### src/rtl/uart_rf_pkg.sv
package uart_rf_pkg;
  // main window word indices
  localparam int unsigned WORD_RXDATA = 0;
  localparam int unsigned WORD_TXDATA = 1;
  localparam int unsigned WORD_STATUS = 2;
  // baud window word index
  localparam int unsigned WORD_BAUD   = 0;

  // status bit positions
  localparam int unsigned SB_VALID  = 0;
  localparam int unsigned SB_TXBUSY = 3;
  localparam int unsigned SB_OVR    = 5;
  localparam int unsigned SB_FRAME  = 6;
  localparam int unsigned SB_PARITY = 7;

  typedef struct packed {
    logic rd_any;
    logic rd_rx;
    logic rd_stat;
    logic rd_baud;
    logic wr_tx;
    logic wr_baud;
  } rf_access_t;
endpackage

### src/rtl/uart_rf_decode.sv
module uart_rf_decode
  import uart_rf_pkg::*;
#(
  parameter int unsigned ADDR_W = 4,
  parameter int unsigned BE_W   = 4
) (
  input  logic              req,
  input  logic              we,
  input  logic              win,
  input  logic [ADDR_W-1:0] addr,
  input  logic [BE_W-1:0]   be,
  output rf_access_t        acc
);
  localparam int unsigned WIDX_W = ADDR_W - 2;

  logic              full_word;
  logic [WIDX_W-1:0] widx;
  logic              main_ok;
  logic              baud_ok;

  assign full_word = (&be) && (addr[1:0] == 2'b00);
  assign widx      = addr[ADDR_W-1:2];
  assign main_ok   = req && full_word && !win;
  assign baud_ok   = req && full_word && win;

  always_comb begin
    acc         = '0;
    acc.rd_any  = req && !we;
    acc.rd_rx   = main_ok && !we && (widx == WIDX_W'(WORD_RXDATA));
    acc.rd_stat = main_ok && !we && (widx == WIDX_W'(WORD_STATUS));
    acc.wr_tx   = main_ok &&  we && (widx == WIDX_W'(WORD_TXDATA));
    acc.rd_baud = baud_ok && !we && (widx == WIDX_W'(WORD_BAUD));
    acc.wr_baud = baud_ok &&  we && (widx == WIDX_W'(WORD_BAUD));
  end
endmodule

### src/rtl/uart_rf_rxhold.sv
module uart_rf_rxhold #(
  parameter int unsigned BYTE_W     = 8,
  parameter bit          RX_EN      = 1'b1,
  parameter bit          IRQ_RX_EN  = 1'b1,
  parameter bit          IRQ_ERR_EN = 1'b1
) (
  input  logic              clk,
  input  logic              rst,
  input  logic              in_stb,
  input  logic [BYTE_W-1:0] in_byte,
  input  logic              rd_rx,
  input  logic              rd_stat,
  output logic [BYTE_W-1:0] held_byte,
  output logic              valid,
  output logic              ovr,
  output logic              irq_rx,
  output logic              irq_err
);
  generate
    if (RX_EN) begin : g_rx_on
      logic valid_after_rd;
      logic ovr_after_rd;

      // reads take effect before a same-cycle arrival is judged
      assign valid_after_rd = valid && !rd_rx;
      assign ovr_after_rd   = ovr && !(rd_rx || rd_stat);

      always_ff @(posedge clk) begin
        if (rst) begin
          held_byte <= '0;
          valid     <= 1'b0;
          ovr       <= 1'b0;
          irq_rx    <= 1'b0;
          irq_err   <= 1'b0;
        end else begin
          irq_rx  <= 1'b0;
          irq_err <= 1'b0;
          if (in_stb && !valid_after_rd) begin
            held_byte <= in_byte;
            valid     <= 1'b1;
            ovr       <= ovr_after_rd;
            irq_rx    <= IRQ_RX_EN;
          end else if (in_stb) begin
            valid   <= 1'b1;
            ovr     <= 1'b1;
            irq_err <= IRQ_ERR_EN;
          end else begin
            valid <= valid_after_rd;
            ovr   <= ovr_after_rd;
          end
        end
      end

      assert_ovr_needs_valid_R3: assert property (@(posedge clk) disable iff (rst)
        ovr |-> valid);
      assert_irq_rx_flags_valid_R2: assert property (@(posedge clk) disable iff (rst)
        irq_rx |-> valid);
      assert_irq_err_flags_ovr_R3: assert property (@(posedge clk) disable iff (rst)
        irq_err |-> ovr);
      assert_drop_keeps_byte_R3: assert property (@(posedge clk) disable iff (rst)
        (in_stb && valid && !rd_rx) |=> $stable(held_byte));
      assert_rx_read_clears_R4: assert property (@(posedge clk) disable iff (rst)
        (rd_rx && !in_stb) |=> (!valid && !ovr));
    end else begin : g_rx_off
      assign held_byte = '0;
      assign valid     = 1'b0;
      assign ovr       = 1'b0;
      assign irq_rx    = 1'b0;
      assign irq_err   = 1'b0;
    end
  endgenerate
endmodule

### src/rtl/uart_rf_txport.sv
module uart_rf_txport #(
  parameter int unsigned BYTE_W    = 8,
  parameter bit          TX_EN     = 1'b1,
  parameter bit          IRQ_TX_EN = 1'b1
) (
  input  logic              clk,
  input  logic              rst,
  input  logic              wr_tx,
  input  logic [BYTE_W-1:0] wr_byte,
  output logic              tx_strobe,
  output logic [BYTE_W-1:0] tx_byte,
  output logic              irq_tx
);
  generate
    if (TX_EN) begin : g_tx_on
      always_ff @(posedge clk) begin
        if (rst) begin
          tx_strobe <= 1'b0;
          tx_byte   <= '0;
          irq_tx    <= 1'b0;
        end else begin
          tx_strobe <= wr_tx;
          irq_tx    <= wr_tx && IRQ_TX_EN;
          if (wr_tx) tx_byte <= wr_byte;
        end
      end

      assert_tx_strobe_cause_R6: assert property (@(posedge clk) disable iff (rst)
        tx_strobe |-> $past(wr_tx));
      assert_tx_byte_hold_R6: assert property (@(posedge clk) disable iff (rst)
        !$past(wr_tx) |-> $stable(tx_byte));
    end else begin : g_tx_off
      assign tx_strobe = 1'b0;
      assign tx_byte   = '0;
      assign irq_tx    = 1'b0;
    end
  endgenerate
endmodule

### src/rtl/uart_regfront.sv
module uart_regfront
  import uart_rf_pkg::*;
#(
  parameter int unsigned DATA_W     = 32,
  parameter int unsigned ADDR_W     = 4,
  parameter int unsigned BYTE_W     = 8,
  parameter bit          RX_EN      = 1'b1,
  parameter bit          TX_EN      = 1'b1,
  parameter bit          IRQ_RX_EN  = 1'b1,
  parameter bit          IRQ_TX_EN  = 1'b1,
  parameter bit          IRQ_ERR_EN = 1'b1
) (
  input  logic                clk,
  input  logic                rst,
  input  logic                bus_req,
  input  logic                bus_we,
  input  logic                bus_win,
  input  logic [ADDR_W-1:0]   bus_addr,
  input  logic [DATA_W/8-1:0] bus_be,
  input  logic [DATA_W-1:0]   bus_wdata,
  output logic [DATA_W-1:0]   bus_rdata,
  output logic                bus_rvalid,
  input  logic                rx_stb,
  input  logic [BYTE_W-1:0]   rx_byte,
  input  logic                tx_busy,
  input  logic                frame_err,
  input  logic                parity_err,
  output logic                tx_strobe,
  output logic [BYTE_W-1:0]   tx_byte,
  output logic [DATA_W-1:0]   baud_out,
  output logic                irq_rx,
  output logic                irq_tx,
  output logic                irq_err
);
  localparam int unsigned BE_W = DATA_W / 8;

  rf_access_t         acc;
  logic [BYTE_W-1:0]  held_byte;
  logic               rx_valid;
  logic               rx_ovr;
  logic [DATA_W-1:0]  stat_word;
  logic [DATA_W-1:0]  rd_next;
  logic [DATA_W-1:0]  baud_q;

  uart_rf_decode #(.ADDR_W(ADDR_W), .BE_W(BE_W)) u_decode (
    .req (bus_req),
    .we  (bus_we),
    .win (bus_win),
    .addr(bus_addr),
    .be  (bus_be),
    .acc (acc)
  );

  uart_rf_rxhold #(
    .BYTE_W(BYTE_W), .RX_EN(RX_EN),
    .IRQ_RX_EN(IRQ_RX_EN), .IRQ_ERR_EN(IRQ_ERR_EN)
  ) u_rx (
    .clk      (clk),
    .rst      (rst),
    .in_stb   (rx_stb),
    .in_byte  (rx_byte),
    .rd_rx    (acc.rd_rx),
    .rd_stat  (acc.rd_stat),
    .held_byte(held_byte),
    .valid    (rx_valid),
    .ovr      (rx_ovr),
    .irq_rx   (irq_rx),
    .irq_err  (irq_err)
  );

  uart_rf_txport #(.BYTE_W(BYTE_W), .TX_EN(TX_EN), .IRQ_TX_EN(IRQ_TX_EN)) u_tx (
    .clk      (clk),
    .rst      (rst),
    .wr_tx    (acc.wr_tx),
    .wr_byte  (bus_wdata[BYTE_W-1:0]),
    .tx_strobe(tx_strobe),
    .tx_byte  (tx_byte),
    .irq_tx   (irq_tx)
  );

  always_comb begin
    stat_word            = '0;
    stat_word[SB_VALID]  = rx_valid;
    stat_word[SB_TXBUSY] = tx_busy;
    stat_word[SB_OVR]    = rx_ovr;
    stat_word[SB_FRAME]  = frame_err;
    stat_word[SB_PARITY] = parity_err;
  end

  always_comb begin
    rd_next = '0;
    if (acc.rd_rx)   rd_next[BYTE_W-1:0] = held_byte;
    if (acc.rd_stat) rd_next = stat_word;
    if (acc.rd_baud) rd_next = baud_q;
  end

  always_ff @(posedge clk) begin
    if (rst) begin
      bus_rdata  <= '0;
      bus_rvalid <= 1'b0;
      baud_q     <= '0;
    end else begin
      bus_rvalid <= acc.rd_any;
      bus_rdata  <= rd_next;
      if (acc.wr_baud) baud_q <= bus_wdata;
    end
  end

  assign baud_out = baud_q;

  assert_rvalid_cause_R10: assert property (@(posedge clk) disable iff (rst)
    bus_rvalid |-> $past(bus_req && !bus_we));
  assert_baud_hold_R7: assert property (@(posedge clk) disable iff (rst)
    !$past(acc.wr_baud) |-> $stable(baud_out));
  assert_partial_no_tx_R8: assert property (@(posedge clk) disable iff (rst)
    (bus_req && !(&bus_be)) |=> !tx_strobe);
endmodule

### config.mk
export PLATFORM = sky130hd
export DESIGN_NAME = uart_regfront
export DESIGN_NICKNAME = d
export VERILOG_FILES = /design/src/rtl/uart_rf_pkg.sv /design/src/rtl/uart_rf_decode.sv /design/src/rtl/uart_rf_rxhold.sv /design/src/rtl/uart_rf_txport.sv /design/src/rtl/uart_regfront.sv
export SDC_FILE = /design/constraint.sdc
export NUM_CORES = 1
export LEC_CHECK = 0
export BUFFER_PORTS_ARGS = -buffer_cell sky130_fd_sc_hd__buf_2
export CAP_MARGIN = 30
export CELL_PAD_IN_SITES_DETAIL_PLACEMENT = 0
export CELL_PAD_IN_SITES_GLOBAL_PLACEMENT = 1
export CORE_ASPECT_RATIO = 1.75
export CORE_UTILIZATION = 36
export CTS_BUF_LIST = sky130_fd_sc_hd__clkbuf_4 sky130_fd_sc_hd__clkbuf_8
export DETAILED_ROUTE_END_ITERATION = 12
export GPL_TIMING_DRIVEN = 0
export PLACE_DENSITY = 0.81
export REMOVE_ABC_BUFFERS = 1
export SYNTH_ARGS = -nofsm -noshare
export SYNTH_HDL_FRONTEND = slang
export SYNTH_SLANG_ARGS = --single-unit
### constraint.sdc
create_clock -name clk -period 1.4 [get_ports clk]
set_input_delay 0.14 -clock clk [delete_from_list [all_inputs] [get_ports clk]]
set_output_delay 0.14 -clock clk [all_outputs]
set_load 0.005 [all_outputs]
==> results.py, run 1 <==
metrics = {
    "cts": {
        "clkTransAtPathRegs_ps": 80,
        "htreeDepth": 3,
        "clockBufferDepth": 2,
        "cts_tree": "done",
        "cts_buffers": 9,
        "cts.sinks": 86,
        "clock_latency_ps": 360,
        "cts-root-buf": "clkbuf_8",
    },
    "global_route": {
        "grt_pass1_wl_mm": 10.5,
        "antenna_found_initial": 0,
        "track_usage_pct": 16.1,
        "grt_pass1_vias": 2155,
        "grt_remaining_overflow": 0,
        "grt_max_degree": 45,
    },
    "timing": {
        "setup_viol": 0,
        "worst_slack_ps": 202,
        "period_minus_slack_ps": 1200,
        "rsz0062_at_grt": "no",
        "hold_violations": 0,
        "tightest_slew_ps": 421,
        "drv_slew": 0,
        "maxSlewHeadroom_pct": 71.9,
        "finClkSkew_ps": 4.93,
        "post-route-period-util_pct": 85.6,
        "timing.fmax_mhz": 835,
        "fin_hold_ws_ps": 11.2,
    },
    "synthesis": {
        "syn_avg_cell_area_um2": 10.8,
        "synth-async-reset-ratio_pct": 0,
        "ys_top_cells_by_count": "dfxtp_1, mux2i_1, nor2_1",
        "yosysTopAreaCell": "dfxtp_1",
        "synth-edff-count": 0,
        "synth_seq_cells": 86,
        "ys_warn_count": 0,
        "syn_inst": 283,
        "synth_top_area_share_pct": 56.4,
        "synth_most_common_cell": "dfxtp_1",
        "ys_types": 27,
        "synth_seq_area_share_pct": 56.4,
        "synth-main-ff-cell": "dfxtp_1",
        "syn_area_um2": 3050,
        "synthTopCellsByArea": "dfxtp_1, mux2i_1, nor2_1",
    },
    "cells_and_area": {
        "fillers": 790,
        "synthToLayoutAreaGrowth_pct": 33.3,
        "drive_gt1_share_pct": 39.1,
        "nNetsFinal": 477,
        "diodes": 0,
    },
    "setup_path": {
        "cp.arrival_ps": 1500,
        "worstPathMaxFanout": 24,
        "crit_chain": "buf_2 -> nand4bb_4 -> nor3_4 -> and3_2 -> and2_1",
        "critPathRequiredTime_ps": 1700,
        "regToRegSetupSlack_ps": 260,
        "startpoint_type": "primary input",
        "end_kind": "flop",
        "slowest_delay_ps": 490,
        "critPathSlowestCell": "and3_2",
        "path_class": "primary input to flop",
    },
    "worst_hold_path": {
        "min_path_type": "primary input to flop",
    },
    "routing": {
        "wl_per_cell_um": 13.5,
        "drt_iter0_markers": 95,
        "firstDrtPassIters": 8,
        "wirelength_mm": 6.98,
        "vias": 2371,
        "drc": 1,
        "ant_nets": 0,
        "avgViaCountPerCell": 4.59,
    },
    "floorplanning": {
        "die_w_um": 71.6,
        "die_h_um": 124,
        "row_count": 44,
        "core_area_um2": 8260,
        "initial_core_util_pct": 37.0,
        "io-pin-count": 134,
        "die_area_um2": 8870,
    },
    "place": {
        "globalplace.congestion": 0.708,
        "io_buffers": 133,
        "preCtsSetupSlack_ps": -782,
        "dp_hpwl_mm": 5.11,
    },
    "power_and_ir_drop": {
        "vdd_drop_max_mv": 0.532,
        "finalPower_w": 0.00463,
        "leakagePower_nw": 2.01,
        "power_density_nw_per_um2": 1140,
    },
    "status": {
        "violations": "design-rule violations",
        "outcome": "finished, violations left",
    },
    "run": {
        "maxCapViolCount": 0,
    },
}
per-stage QoR:
stage / area [µm²] / std cells / util [%] / setup TNS, ps
finish: 4070 / 517 / 49.3 / 0
global placement: 3720 / 492 / 45.1 / -73780
global route: 4070 / 517 / 49.3 / 0
floorplan: 2940 / 267 / - / -20020
detailed placement: 3780 / 494 / 45.8 / -46230
CTS: 4050 / 516 / 49.0 / 0
area by class of cell:
class / count / area, µm² / area share, %
clock buffer: 13 / 154 / 3.78
clock inverter: 3 / 68.8 / 1.69
inverter: 2 / 11.3 / 0.277
multi-input combinational: 179 / 1220 / 30.1
sequential: 86 / 1720 / 42.3
tap: 92 / 115 / 2.83
timing repair buffer: 141 / 772 / 19.0
timing repair inverter: 1 / 5.00 / 0.123
worst max-delay path, delay by kind of cell:
kind | cells | cell delay [ps]
AND/OR/NAND/NOR | 4 | 1250
buffers and inverters | 1 | 100
routing by layer:
layer,up-vias,routed length [µm],GRT usage [%]
met3,13,378,4.21
met1,1064,2800,17.0
met5,-,0,0
li1,1210,-,-
met2,84,3630,28.2
met4,0,171,9.80
what timing repair did:
action	CTS	global route
pin swaps	2	0
setup buffers	6	0
cloned	0	1
resized for setup	1	3
hold buffers	0	0
setup endpoints to repair	68	36
kinds of logic (layout without fill, tap and decap cells):
kind of cell | count (synthesis) | after routing | synth area share, %
AND/OR/NAND/NOR | 112 | 112 | 19.1
multiplexers | 56 | 56 | 18.4
AO/OA/AOI/OAI | 11 | 11 | 2.29
flip-flops | 86 | 86 | 56.4
buffers and inverters | 18 | 160 | 3.85
cells in the final DEF (no fill, tap or decap), types with 2 or more instances in the layout:
| cell type | netlist | routed |
|---|---|---|
| nor2_1 | 53 | 53 |
| nor3_4 | 2 | 2 |
| clkbuf_8 | 0 | 9 |
| mux2i_1 | 56 | 56 |
| nor3_1 | 3 | 3 |
| nand2_1 | 18 | 18 |
| buf_2 | 2 | 132 |
| buf_16 | 0 | 2 |
| and3_1 | 3 | 3 |
| and2_1 | 25 | 25 |
| a21oi_1 | 7 | 7 |
| dfxtp_1 | 86 | 86 |
| bufinv_16 | 0 | 2 |
| clkbuf_4 | 0 | 4 |
| buf_4 | 3 | 6 |
power by group:
group          switching, W  internal [W]  total [W]
Combinational      0.000119      0.000111   0.000230
Clock              0.000829       0.00109    0.00192
Sequential        0.0000111       0.00247    0.00248
Total              0.000959       0.00367    0.00463
sequential cells by signal, summed over array words and instances (netlist names):
signal	count
baud_out	32
bus_rdata	32
bus_rvalid	1
u_rx.held_byte	8
u_rx.irq_err	1
u_rx.irq_rx	1
u_rx.ovr	1
u_rx.valid	1
u_tx.tx_byte	8
u_tx.tx_strobe	1
final timing paths:
| check | cells past startpoint | end | start |
|---|---|---|---|
| min reg2reg | 2 | u_rx.held_byte[7] | u_rx.held_byte[7] |
| max | 5 | bus_rdata[22] | bus_addr[0] |
| min | 3 | baud_out[29] | bus_wdata[29] |
| max reg2reg | 3 | u_rx.held_byte[6] | u_rx.valid |
Power figures use the tool's default switching activity.
==> inputs of run 2 (changes only) <==
--- a/config.mk
+++ b/config.mk
@@ -12,3 +12,3 @@
 export CORE_ASPECT_RATIO = 1.75
-export CORE_UTILIZATION = 36
+export CORE_UTILIZATION = 33
 export CTS_BUF_LIST = sky130_fd_sc_hd__clkbuf_4 sky130_fd_sc_hd__clkbuf_8
@@ -16,3 +16,3 @@
 export GPL_TIMING_DRIVEN = 0
-export PLACE_DENSITY = 0.81
+export PLACE_DENSITY = 0.78
 export REMOVE_ABC_BUFFERS = 1
==> constraint.sdc (replaced) <==
create_clock -name clk -period 1.02 [get_ports clk]
set_input_delay 0.102 -clock clk [delete_from_list [all_inputs] [get_ports clk]]
set_output_delay 0.102 -clock clk [all_outputs]
set_load 0.1 [all_outputs]
==> run 2 against run 1 <==
Effect of this change: cell area increased by 52%; die area grew 8.9%; register-to-register slack got worse by 220 ps; highest routed layer unchanged; final cell count up 18%; largest cell class is now buffers; critical endpoint is now baud_out[16]; worst hold slack improved by 8.4 ps; sequential cell count unchanged; largest power group unchanged; utilization rose by 19 points; the run ends with negative setup slack left; global-route usage increased by 3.2 points; clock power rose by 24%; power increased by 36%.
==> results.py, run 2 (synthesized netlist as in run 1, its figures left out) <==
metrics = {
    "status": {
        "outcome": "finished, violations left",
        "violations": "negative setup slack",
    },
    "setup_path": {
        "critPathRequiredTime_ps": 1240,
        "path_class": "primary input to flop",
        "startpoint_type": "primary input",
        "cp.arrival_ps": 1380,
        "worstPathMaxFanout": 6,
        "end_kind": "flop",
    },
    "cts": {
        "clkTransAtPathRegs_ps": 80,
        "cts-root-buf": "clkbuf_8",
        "clock_latency_ps": 350,
        "cts_buffers": 9,
        "htreeDepth": 3,
        "cts.sinks": 86,
        "cts_tree": "done",
        "clockBufferDepth": 2,
    },
    "timing": {
        "post-route-period-util_pct": 113,
        "rsz0062_at_grt": "yes",
        "period_minus_slack_ps": 1160,
        "maxSlewHeadroom_pct": 73.5,
        "timing.fmax_mhz": 865,
        "hold_violations": 0,
        "finClkSkew_ps": 8.99,
        "worst_slack_ps": -136,
        "setup_viol": 27,
        "tightest_slew_ps": 396,
        "fin_hold_ws_ps": 19.6,
        "drv_slew": 0,
    },
    "floorplanning": {
        "io-pin-count": 134,
        "initial_core_util_pct": 33.8,
        "die_h_um": 129,
        "die_w_um": 74.7,
        "die_area_um2": 9660,
        "core_area_um2": 9040,
        "row_count": 46,
    },
    "cells_and_area": {
        "drive_gt1_share_pct": 57.1,
        "diodes": 0,
        "layout_commonest_cell": "buf_12",
        "final_cell_mix": "buf_12, nor2_1, mux2i_1, dfxtp_2, buf_2",
        "synthToLayoutAreaGrowth_pct": 102,
        "nNetsFinal": 543,
    },
    "global_route": {
        "grt_max_degree": 46,
        "antenna_found_initial": 0,
        "grt_pass1_vias": 2680,
        "grt_remaining_overflow": 0,
        "track_usage_pct": 19.3,
        "grt_pass1_wl_mm": 13.7,
    },
    "place": {
        "io_buffers": 133,
        "globalplace.congestion": 0.734,
        "dp_hpwl_mm": 5.28,
    },
    "routing": {
        "wl_per_cell_um": 17.4,
        "ant_nets": 0,
        "firstDrtPassIters": 5,
        "wirelength_mm": 10.6,
        "drt_iter0_markers": 132,
        "vias": 2841,
        "drc": 0,
        "avgViaCountPerCell": 4.66,
    },
    "power_and_ir_drop": {
        "finalPower_w": 0.00631,
        "power_density_nw_per_um2": 1020,
        "vdd_drop_max_mv": 0.641,
        "leakagePower_nw": 2.59,
    },
    "run": {
        "maxCapViolCount": 0,
    },
    "worst_hold_path": {
        "min_path_type": "primary input to flop",
    },
}
run 2: cell count changes in the layout (fill, tap and decap cells not counted), moves of 4 or more:
cell / delta
mux2i_2: +4
buf_6: +10
dfxtp_1: -74
and3_4: +4
dlygate4sd3_1: +35
buf_2: -81
mux2i_1: -4
buf_12: +85
buf_4: +13
dfxtp_4: +22
dfxtp_2: +52
run 2: layer usage:
layer / part of all wire, % / vias up / track usage, %
met4: 5.4 / 0 / 9.54
met2: 56 / 129 / 36.0
li1: - / 1339 / -
met1: 34 / 1334 / 19.1
met3: 4.7 / 39 / 4.82
met5: 0 / - / 0
run 2: per-stage QoR:
stage / instances / TNS, ps / setup slack [ps] / instance area [µm²] / utilization (%)
6_report: 610 / -1340 / -136 / 6170 / 68.3
5_1_grt: 610 / -3440 / -167 / 6170 / 68.3
4_1_cts: 587 / -2220 / -240 / 5600 / 61.9
3_5_place_dp: 522 / -73900 / -1180 / 3790 / 41.9
3_3_place_gp: 520 / -102260 / -1630 / 3760 / 41.6
2_1_floorplan: 267 / -43220 / -976 / 2940 / -
run 2: area by class of cell:
| class | instances | area, µm² |
|---|---|---|
| Fill cell | 606 | 2860 |
| Clock buffer | 12 | 153 |
| Timing Repair inverter | 1 | 5.00 |
| Timing Repair Buffer | 204 | 2640 |
| Multi-Input combinational cell | 182 | 1300 |
| Clock inverter | 3 | 45.0 |
| Sequential cell | 86 | 1870 |
| Inverter | 2 | 11.3 |
| Tap cell | 120 | 150 |
run 2: critical path, stage by stage:
cell and delay, ps:
buf_12 100, nand3b_1 210, nor3_4 250, buf_12 170
buf_12 110, buf_12 120, mux2i_2 240, nor2_1 70
run 2: what timing repair did:
item                                    4_1_cts  5_1_grt
hold buffers                                 35        0
gates cloned                                  3        3
gates resized for setup                     322      125
endpoints found under the hold margin        39        0
endpoints found under the setup margin      161      140
setup buffers                                12       20
pin swaps                                    13        7
run 2: final timing paths:
kind,start,to,slack [ps],cells after the start
min,bus_wdata[6],u_tx.tx_byte[6],20,3
max reg2reg,u_rx.valid,u_rx.held_byte[7],40,4
min reg2reg,u_rx.held_byte[2],u_rx.held_byte[2],460,2
max,bus_addr[3],baud_out[16],-140,8
run 2: where the power goes:
part	switching, W	internal (W)	total (W)	leakage, nW
clock network	0.00114	0.00124	0.00239	0.0955
registers	0.0000184	0.00333	0.00335	0.739
logic	0.000259	0.000318	0.000577	1.75
total	0.00142	0.00489	0.00631	2.59
==> inputs of run 3 (changes only) <==
- CELL_PAD_IN_SITES_DETAIL_PLACEMENT: 0 -> unset
- CELL_PAD_IN_SITES_GLOBAL_PLACEMENT: 1 -> unset
- CORE_UTILIZATION: 33 -> 44
==> run 3 against run 2 <==
Effect of this change: the run still ends with negative setup slack left; maximum frequency is 5.8% lower; clock power is 7% lower; final cell count is 8.9% lower; setup slack worse by 71 ps; sequential share of layout area is 1.2 points higher; clock skew is 2.3 ps higher; clock-buffer cell count stayed put; global-route usage is 8.8 points higher.
==> results.py, run 3 (synthesized netlist as in run 1, its figures left out) <==
metrics = {
    "status": {
        "outcome": "finished, violations left",
        "violations": "negative setup slack",
    },
    "routing": {
        "drt_iter0_markers": 175,
        "met3_length_um": 679,
        "avgViaCountPerCell": 5.23,
        "wl_met2_mm": 6.73,
        "drt-met1-wl_mm": 4.22,
        "firstDrtPassIters": 4,
        "wl_per_cell_um": 22.1,
        "vias": 2907,
        "ant_nets": 0,
        "drc": 0,
        "wirelength_mm": 12.3,
        "highest_layer": "met4",
    },
    "timing": {
        "setup_viol": 77,
        "finClkSkew_ps": 11.3,
        "tightest_slew_ps": 415,
        "drv_slew": 0,
        "worst_slack_ps": -207,
        "maxSlewHeadroom_pct": 72.2,
        "rsz0062_at_grt": "yes",
        "timing.fmax_mhz": 815,
        "period_minus_slack_ps": 1230,
        "hold_violations": 0,
        "fin_hold_ws_ps": 4.19,
        "post-route-period-util_pct": 120,
    },
    "global_route": {
        "grt_pass1_wl_mm": 15.0,
        "grt_remaining_overflow": 0,
        "grt_pass1_vias": 2873,
        "antenna_found_initial": 0,
        "track_usage_pct": 28.2,
        "grt_max_degree": 46,
    },
    "setup_path": {
        "worstPathMaxFanout": 8,
        "slowest_delay_ps": 290,
        "end_kind": "flop",
        "cp.arrival_ps": 1460,
        "startpoint_type": "primary input",
        "cpMostUsedCell": "buf_6",
        "path_class": "primary input to flop",
        "critPathRequiredTime_ps": 1260,
        "crit_chain": "buf_6 -> nand4bb_4 -> nor3_4 -> buf_6 -> buf_16 -> mux2i_1 -> nor2_1",
        "critPathSlowestCell": "nor3_4",
    },
    "power_and_ir_drop": {
        "p_seq_share_pct": 54.6,
        "cell_internal_pwr_w": 0.00461,
        "sw_frac_of_total_pct": 24.8,
        "power.clock.fraction_pct": 36.2,
        "comb_power_share_pct": 9.1,
        "vdd_drop_max_mv": 0.849,
        "leakagePower_nw": 2.47,
        "power_density_nw_per_um2": 1040,
        "p_switching_w": 0.00152,
    },
    "cts": {
        "cts.sinks": 86,
        "clockBufferDepth": 2,
        "htreeDepth": 3,
        "cts_tree": "done",
        "clkTransAtPathRegs_ps": 90,
        "clock_latency_ps": 360,
        "cts-root-buf": "clkbuf_8",
        "cts_buffers": 9,
    },
    "floorplanning": {
        "io-pin-count": 134,
        "die_h_um": 112,
        "die_w_um": 65.0,
        "initial_core_util_pct": 46.0,
        "core_area_um2": 6640,
        "die_area_um2": 7290,
        "row_count": 39,
    },
    "cells_and_area": {
        "layout_commonest_cell": "buf_12",
        "fillers": 255,
        "drive_gt1_share_pct": 55.9,
        "multi_input_area_um2": 1330,
        "instances_no_fill": 556,
        "nNetsFinal": 526,
        "diodes": 0,
        "synthToLayoutAreaGrowth_pct": 93.4,
        "regArea_um2": 1860,
        "final_cell_mix": "buf_12, nor2_1, buf_2, mux2i_1, dfxtp_2",
    },
    "place": {
        "globalplace.congestion": 0.751,
        "dp_hpwl_mm": 4.90,
        "io_buffers": 133,
        "placed_cells": 484,
    },
    "worst_hold_path": {
        "min_path_type": "primary input to flop",
    },
    "run": {
        "maxCapViolCount": 0,
    },
}
==> run 3: power groups by stage <==
stage	clock, W	combinational (W)	sequential (W)
floorplan	0	0.000118	0.00352
CTS	0.00217	0.000485	0.00339
global route	0.00239	0.000590	0.00335
global placement	0	0.000337	0.00348
detailed placement	0	0.000346	0.00348
finish	0.00222	0.000560	0.00335
==> run 3: stage by stage <==
step	util [%]	setup TNS, ps	power [W]	area, µm²	worst slack [ps]
2_1_floorplan	-	-43220	0.00364	2940	-976
3_3_place_gp	55.9	-96140	0.00382	3710	-1570
3_5_place_dp	56.8	-64000	0.00383	3770	-1090
4_1_cts	82.0	-1170	0.00605	5440	-211
5_1_grt	89.0	-8310	0.00633	5910	-248
6_report	89.0	-4580	0.00613	5910	-207
==> run 3: area by class of cell <==
class                           count  area share, %
Tap cell                           82           1.74
Multi-Input combinational cell    181           22.6
Timing Repair Buffer              188           41.0
Clock inverter                      4          0.381
Clock buffer                       12           2.58
Inverter                            2          0.191
Timing Repair inverter              1         0.0847
Sequential cell                    86           31.4
==> run 3: critical path, delay by kind of cell <==
| kind | cells | cell delay [ps] |
|---|---|---|
| mux | 1 | 270 |
| simple gates | 3 | 660 |
| buf+inv | 3 | 420 |
==> run 3: routing by layer <==
layer  vias up  GRT usage (%)
met5         -              0
met4         0           14.8
met3        50           4.98
met2       155           54.2
met1      1394           27.0
li1       1308              -
==> run 3: timing repair <==
| action | CTS | global route |
|---|---|---|
| hold buffers | 31 | 1 |
| setup endpoints to repair | 160 | 126 |
| setup buffers | 6 | 14 |
| pin swaps | 15 | 13 |
| gates resized for setup | 322 | 105 |
| cloned | 3 | 2 |
| hold endpoints to repair | 34 | 1 |
==> run 3: final timing paths <==
kind | depth (start not counted) | endpoint | slack [ps] | from
max reg2reg | 4 | u_rx.held_byte[0] | -70 | u_rx.valid
min reg2reg | 2 | u_rx.held_byte[7] | 460 | u_rx.held_byte[7]
min | 3 | baud_out[13] | 4 | bus_wdata[13]
max | 7 | baud_out[28] | -210 | bus_addr[0]
